==> config.mk <==
export PLATFORM = sky130hd
export DESIGN_NAME = axi_cmd_encoder
export DESIGN_NICKNAME = d
export VERILOG_FILES = /design/src/rtl/cmdenc_pkg.sv /design/src/rtl/cmdenc_bytecount.sv /design/src/rtl/cmdenc_burstwrap.sv /design/src/rtl/cmdenc_hdr_reg.sv /design/src/rtl/axi_cmd_encoder.sv
export SDC_FILE = /design/constraint.sdc
export NUM_CORES = 1
export LEC_CHECK = 0
export ABC_CLOCK_PERIOD_IN_PS = 7600
export CELL_PAD_IN_SITES_DETAIL_PLACEMENT = 0
export CELL_PAD_IN_SITES_GLOBAL_PLACEMENT = 2
export CORE_MARGIN = 2
export CORE_UTILIZATION = 37
export DETAILED_ROUTE_END_ITERATION = 8
export DONT_BUFFER_PORTS = 1
export PLACE_DENSITY_LB_ADDON = 0.1
export SLEW_MARGIN = 0
export SYNTH_ARGS = -nofsm -noshare
export SYNTH_HDL_FRONTEND = slang
export SYNTH_SLANG_ARGS = --single-unit
==> constraint.sdc <==
create_clock -name clk -period 7.6 [get_ports clk]
set_input_delay 0.76 -clock clk [delete_from_list [all_inputs] [get_ports clk]]
set_output_delay 0.76 -clock clk [all_outputs]
set_load 0.02 [all_outputs]
==> src/rtl/cmdenc_pkg.sv <==
package cmdenc_pkg;

    localparam int LEN_W  = 8;
    localparam int SIZE_W = 3;
    // largest burst: 2^LEN_W beats of 2^(2^SIZE_W - 1) bytes
    localparam int BCNT_W = LEN_W + (2 ** SIZE_W);

    typedef enum logic [1:0] {
        BT_FIXED = 2'b00,
        BT_INCR  = 2'b01,
        BT_WRAP  = 2'b10,
        BT_RSVD  = 2'b11
    } burst_e;

    function automatic logic [BCNT_W-1:0] beat_span(input logic [SIZE_W-1:0] sz);
        return BCNT_W'(1) << sz;
    endfunction

endpackage

==> src/rtl/cmdenc_bytecount.sv <==
module cmdenc_bytecount
    import cmdenc_pkg::*;
(
    input  logic [LEN_W-1:0]  len,
    input  logic [SIZE_W-1:0] size,
    output logic [BCNT_W-1:0] bytecnt
);
    logic [BCNT_W-1:0] beats;

    assign beats   = BCNT_W'(len) + BCNT_W'(1);
    assign bytecnt = beats << size;

endmodule

==> src/rtl/cmdenc_burstwrap.sv <==
module cmdenc_burstwrap
    import cmdenc_pkg::*;
#(
    parameter int BWRAP_W = 12
) (
    input  logic [1:0]         burst,
    input  logic [SIZE_W-1:0]  size,
    input  logic [BCNT_W-1:0]  bytecnt,
    output logic [BWRAP_W-1:0] burstwrap
);
    logic [BCNT_W-1:0] span_m1;
    logic              seq;

    always_comb begin
        seq = 1'b0;
        unique case (burst_e'(burst))
            BT_FIXED: span_m1 = beat_span(size) - BCNT_W'(1);
            BT_WRAP:  span_m1 = bytecnt - BCNT_W'(1);
            default: begin
                span_m1 = '1;
                seq     = 1'b1;
            end
        endcase
    end

    generate
        if (BWRAP_W >= BCNT_W) begin : g_wide
            assign burstwrap = seq ? '1 : BWRAP_W'(span_m1);
        end else begin : g_narrow
            logic ovf;
            assign ovf       = |span_m1[BCNT_W-1:BWRAP_W];
            assign burstwrap = (seq || ovf) ? '1 : span_m1[BWRAP_W-1:0];
        end
    endgenerate

endmodule

==> src/rtl/cmdenc_hdr_reg.sv <==
module cmdenc_hdr_reg #(
    parameter type hdr_t = logic
) (
    input  logic clk,
    input  logic rst,
    input  logic ld_valid,
    output logic ld_ready,
    input  hdr_t ld_data,
    output logic out_valid,
    input  logic out_ready,
    output hdr_t out_data
);
    assign ld_ready = !out_valid || out_ready;

    always_ff @(posedge clk) begin
        if (rst) begin
            out_valid <= 1'b0;
            out_data  <= '0;
        end else if (ld_valid && ld_ready) begin
            out_valid <= 1'b1;
            out_data  <= ld_data;
        end else if (out_ready) begin
            out_valid <= 1'b0;
        end
    end

endmodule

==> src/rtl/axi_cmd_encoder.sv <==
module axi_cmd_encoder
    import cmdenc_pkg::*;
#(
    parameter int ADDR_W  = 32,
    parameter int ID_W    = 4,
    parameter int USER_W  = 8,
    parameter int PORT_W  = 4,
    parameter int BWRAP_W = 12,
    parameter int SRC_ID  = 3,
    parameter bit QOS_EN  = 1'b1
) (
    input  logic               clk,
    input  logic               rst,
    input  logic               req_valid,
    output logic               req_ready,
    input  logic [ADDR_W-1:0]  req_addr,
    input  logic [LEN_W-1:0]   req_len,
    input  logic [SIZE_W-1:0]  req_size,
    input  logic [1:0]         req_burst,
    input  logic [3:0]         req_cache,
    input  logic [2:0]         req_prot,
    input  logic [3:0]         req_qos,
    input  logic               req_lock,
    input  logic [ID_W-1:0]    req_id,
    input  logic [USER_W-1:0]  req_user,
    input  logic               req_wr_resp,
    input  logic [PORT_W-1:0]  req_dst,
    output logic               pkt_valid,
    input  logic               pkt_ready,
    output logic [ADDR_W-1:0]  pkt_addr,
    output logic [SIZE_W-1:0]  pkt_size,
    output logic [BWRAP_W-1:0] pkt_burstwrap,
    output logic [BCNT_W-1:0]  pkt_bytecnt,
    output logic [3:0]         pkt_cache,
    output logic [2:0]         pkt_prot,
    output logic [3:0]         pkt_qos,
    output logic               pkt_excl,
    output logic               pkt_posted,
    output logic [ID_W-1:0]    pkt_tid,
    output logic [PORT_W-1:0]  pkt_src,
    output logic [PORT_W-1:0]  pkt_dst,
    output logic [USER_W-1:0]  pkt_user
);
    localparam logic [PORT_W-1:0] SRC_CODE = PORT_W'(SRC_ID);

    typedef struct packed {
        logic [ADDR_W-1:0]  addr;
        logic [SIZE_W-1:0]  size;
        logic [BWRAP_W-1:0] bwrap;
        logic [BCNT_W-1:0]  bcnt;
        logic [3:0]         cache;
        logic [2:0]         prot;
        logic [3:0]         qos;
        logic               excl;
        logic               posted;
        logic [ID_W-1:0]    tid;
        logic [PORT_W-1:0]  src;
        logic [PORT_W-1:0]  dst;
        logic [USER_W-1:0]  user;
    } hdr_t;

    logic [BCNT_W-1:0]  bcnt_c;
    logic [BWRAP_W-1:0] bwrap_c;
    logic [3:0]         qos_c;
    hdr_t               hdr_in;
    hdr_t               hdr_q;

    cmdenc_bytecount u_bcnt (
        .len     (req_len),
        .size    (req_size),
        .bytecnt (bcnt_c)
    );

    cmdenc_burstwrap #(.BWRAP_W(BWRAP_W)) u_bwrap (
        .burst     (req_burst),
        .size      (req_size),
        .bytecnt   (bcnt_c),
        .burstwrap (bwrap_c)
    );

    generate
        if (QOS_EN) begin : g_qos
            assign qos_c = req_qos;
        end else begin : g_noqos
            logic [3:0] qos_unused;
            assign qos_unused = req_qos;
            assign qos_c      = 4'b0000 & qos_unused;
        end
    endgenerate

    always_comb begin
        hdr_in.addr   = req_addr;
        hdr_in.size   = req_size;
        hdr_in.bwrap  = bwrap_c;
        hdr_in.bcnt   = bcnt_c;
        hdr_in.cache  = req_cache;
        hdr_in.prot   = req_prot;
        hdr_in.qos    = qos_c;
        hdr_in.excl   = req_lock;
        hdr_in.posted = !req_wr_resp;
        hdr_in.tid    = req_id;
        hdr_in.src    = SRC_CODE;
        hdr_in.dst    = req_dst;
        hdr_in.user   = req_user;
    end

    cmdenc_hdr_reg #(.hdr_t(hdr_t)) u_hreg (
        .clk       (clk),
        .rst       (rst),
        .ld_valid  (req_valid),
        .ld_ready  (req_ready),
        .ld_data   (hdr_in),
        .out_valid (pkt_valid),
        .out_ready (pkt_ready),
        .out_data  (hdr_q)
    );

    assign pkt_addr      = hdr_q.addr;
    assign pkt_size      = hdr_q.size;
    assign pkt_burstwrap = hdr_q.bwrap;
    assign pkt_bytecnt   = hdr_q.bcnt;
    assign pkt_cache     = hdr_q.cache;
    assign pkt_prot      = hdr_q.prot;
    assign pkt_qos       = hdr_q.qos;
    assign pkt_excl      = hdr_q.excl;
    assign pkt_posted    = hdr_q.posted;
    assign pkt_tid       = hdr_q.tid;
    assign pkt_src       = hdr_q.src;
    assign pkt_dst       = hdr_q.dst;
    assign pkt_user      = hdr_q.user;

endmodule

==> impl_metrics.tcl <==
set metrics [dict create \
    ys_ff_latch 94 \
    holdBufCountCts 0 \
    clk-insertion-delay-late_ns 0.34 \
    place_area_um2 4690 \
    postCtsSetupBuffers 0 \
    async_flop_share 0 \
    die_area_um2 13500 \
    drt_drc_violations_left 0 \
    core_um2 12500 \
    hold_violations 0 \
    powerDensity_nw_per_um2 232 \
    cp_data_required_time_ns 7.80 \
    grt-ovfl-total 0 \
    tightest_slew_ns 0.827 \
    grt_antenna_before_repair 0 \
    finalWirelength_um 13200 \
    hold_class "in2reg" \
    root_buffer "clkbuf_16" \
    place_congestion 0.867 \
    start_util 0.374 \
    grt_max_degree 95 \
    syn2layout_area_growth_pct 6.17 \
    vdd_drop_max_mv 0.115 \
    h-tree-depth 3 \
    drtAntennaViolNets 0 \
    slowest_delay_ns 0.44 \
    num_vias 3975 \
    drv_cap 0 \
    dp_hpwl_um 9230 \
    outcome "finished, final reports clean" \
    grt_pass1_vias 3593 \
    fin_skew_ns 0.0113 \
    drive_gt1_frac 0.0850 \
    ys.warnings.count 0 \
    n_antenna_cell 0 \
    yosys_most_used_dff "dfxtp_1" \
    die_x_um 116 \
    firstDrtPassIters 4 \
    io_pins 176 \
    setup_violations 0 \
    syn_area_um2 4670 \
    grt_pass1_wl_um 19700 \
    rsz0062_at_grt "false" \
    grt_usage 0.187 \
    ys_types 72 \
    ctsResizeCount 0 \
    min_period_ns 3.64 \
    critPathKind "in2reg" \
    cts_sinks 94 \
    syn_inst 595 \
    maxSlewHeadroom 0.448 \
    numCtsBuffers 9 \
    start_kind "primary input" \
    viasPerCell 5.39 \
    final_nets 643 \
    clkSlewWorstSetupHoldPaths_ns 0.06 \
    fin_crit_sh 0.479 \
    die_y_um 116 \
    cts_buffer_depth 2 \
    cp_max_fo 12 \
    avgSynthCellArea_um2 7.84 \
    rows 41 \
    fin_tns_setup_ns 0 \
    slew_viol_final 0 \
    cp_cell_sequence "ha_1 > xnor2_1 > a21oi_1 > a21boi_1 > o21ai_0 > nor4_4 > nand4_4 > nor4b_4 > mux2_4 > nor3_4 > a311oi_2" \
    cp-end-kind "flop" \
    critPathSlowestCell "nor4b_4" \
    final_area_um2 4950 \
    p_leak_nw 1.77 \
    drt_iter0_drc 288 \
    synth_edf_count 0 \
    cts_tree "built" \
    portBuffers 0 \
    fmax_mhz 274 \
    yosysSeqAreaShare 0.403 \
    worstPathArrival_ns 3.84 \
    wl_per_cell_um 17.9 \
]
## cell type report
| type | count | area [um^2] |
|---|---|---|
| inverters | 8 | 30.0 |
| fillers | 1336 | 7510 |
| well taps | 172 | 215 |
| repair buffers | 3 | 22.5 |
| clock inverters | 3 | 22.5 |
| flip-flops and latches | 94 | 1880 |
| clock buffers | 11 | 243 |
| multi-input cells | 446 | 2540 |
## flip-flops by register name, summed over array words and instances, names as in the netlist
name / cells
u_hreg.out_data: 93
u_hreg.out_valid: 1
## cell usage after synthesis, types with 2 or more instances
| library cell | n | share of area |
|---|---|---|
| a211oi_1 | 10 | 0.016 |
| a211oi_2 | 8 | 0.021 |
| a21oi_1 | 81 | 0.087 |
| a21oi_2 | 2 | 0.0038 |
| a22oi_1 | 2 | 0.0032 |
| a311o_1 | 2 | 0.0043 |
| a311oi_1 | 3 | 0.0056 |
| a31oi_1 | 2 | 0.0027 |
| a32oi_1 | 2 | 0.0038 |
| and2_1 | 5 | 0.0067 |
| and3_1 | 2 | 0.0027 |
| and4_1 | 4 | 0.0075 |
| buf_2 | 4 | 0.0043 |
| buf_4 | 6 | 0.0097 |
| buf_6 | 2 | 0.0048 |
| clkbuf_1 | 35 | 0.028 |
| dfxtp_1 | 94 | 0.40 |
| ha_1 | 3 | 0.0080 |
| inv_1 | 8 | 0.0064 |
| mux2_2 | 3 | 0.0072 |
| mux2i_1 | 6 | 0.013 |
| nand2_1 | 152 | 0.12 |
| nand2b_1 | 8 | 0.011 |
| nand3_1 | 9 | 0.0097 |
| nand3_2 | 2 | 0.0043 |
| nand3b_1 | 4 | 0.0064 |
| nand4_1 | 2 | 0.0027 |
| nand4b_1 | 2 | 0.0038 |
| nor2_1 | 47 | 0.038 |
| nor2b_1 | 5 | 0.0067 |
| nor3_1 | 7 | 0.0075 |
| nor4_1 | 5 | 0.0067 |
| o2111ai_1 | 2 | 0.0038 |
| o211ai_1 | 2 | 0.0032 |
| o21ai_0 | 8 | 0.0086 |
| o21ai_1 | 3 | 0.0032 |
| o31a_1 | 2 | 0.0038 |
| or2_2 | 2 | 0.0027 |
| or3_1 | 7 | 0.0094 |
| xnor2_1 | 6 | 0.011 |
| xor2_1 | 5 | 0.0094 |
## critical path: cells and delay by family
kind            cells  cell delay (ns)
simple gates        4             1.31
compound gates      4             0.90
mux                 1             0.35
xor+xnor            1             0.30
fa+ha+maj           1             0.23
## layout by cell type (no fill, tap or decap), types with 3 or more instances in the layout
cell type and n:
nor2_1 47, clkbuf_16 9, nand2b_1 8, and2_1 4, nor3_1 7, inv_1 8, a211oi_1 10, buf_4 3
nand3b_1 4, mux2i_1 6, xor2_1 5, xnor2_1 6, nand3_1 9, o21ai_0 8, mux2_2 3, a311oi_1 3
a211oi_2 8, a21oi_1 81, nor2b_1 5, o21ai_1 3, ha_1 3, nand2_1 151, or3_1 7, nor4_1 5
and4_1 4, dfxtp_1 94, clkinvlp_4 3
## final timing paths
path,slack (ns),start,cells after the start,to
setup / recovery,3.96,req_len[0],11,u_hreg.out_data[60]
hold / removal,0.49,rst,1,u_hreg.out_data[8]
setup reg to reg,5.09,u_hreg.out_valid,5,u_hreg.out_data[50]
hold reg to reg,0.55,u_hreg.out_data[0],2,u_hreg.out_data[0]
## cell families (layout without fill, tap and decap cells)
family	count (synthesis)	in the layout	share of synthesized area
AND/OR/NAND/NOR	277	277	0.285
AO/OA/AOI/OAI	143	143	0.204
flip-flops	94	94	0.403
buffers and inverters	56	25	0.0542
XOR/XNOR	11	11	0.0206
multiplexers	10	10	0.0233
adder cells (fa/ha/maj)	3	3	0.00805
other	1	2	0.000804
## where the power goes
part	switching, mW	internal, mW	total (mW)
sequential	0.0612	0.524	0.586
combinational	0.0959	0.0604	0.156
clock	0.182	0.227	0.409
total	0.339	0.812	1.15
## stage by stage
step	setup WS, ns	hold slack, ns	util	total power [mW]	std cells
detailed placement	3.63	0.542	0.376	0.755	723
global route	3.71	0.473	0.397	1.21	737
floorplan	4.05	0.530	-	0.735	596
finish	3.96	0.491	0.397	1.15	737
CTS	3.99	0.470	0.397	1.17	737
global placement	3.73	0.539	0.376	0.753	723
## metal layers
metal / track usage / part of all wire / up-vias
met5: 0 / 0 / -
met4: 0.0540 / 0.013 / 0
met3: 0.0773 / 0.11 / 15
met2: 0.276 / 0.45 / 169
met1: 0.250 / 0.43 / 1817
li1: - / - / 1974
(Power assumes the default switching activity.)
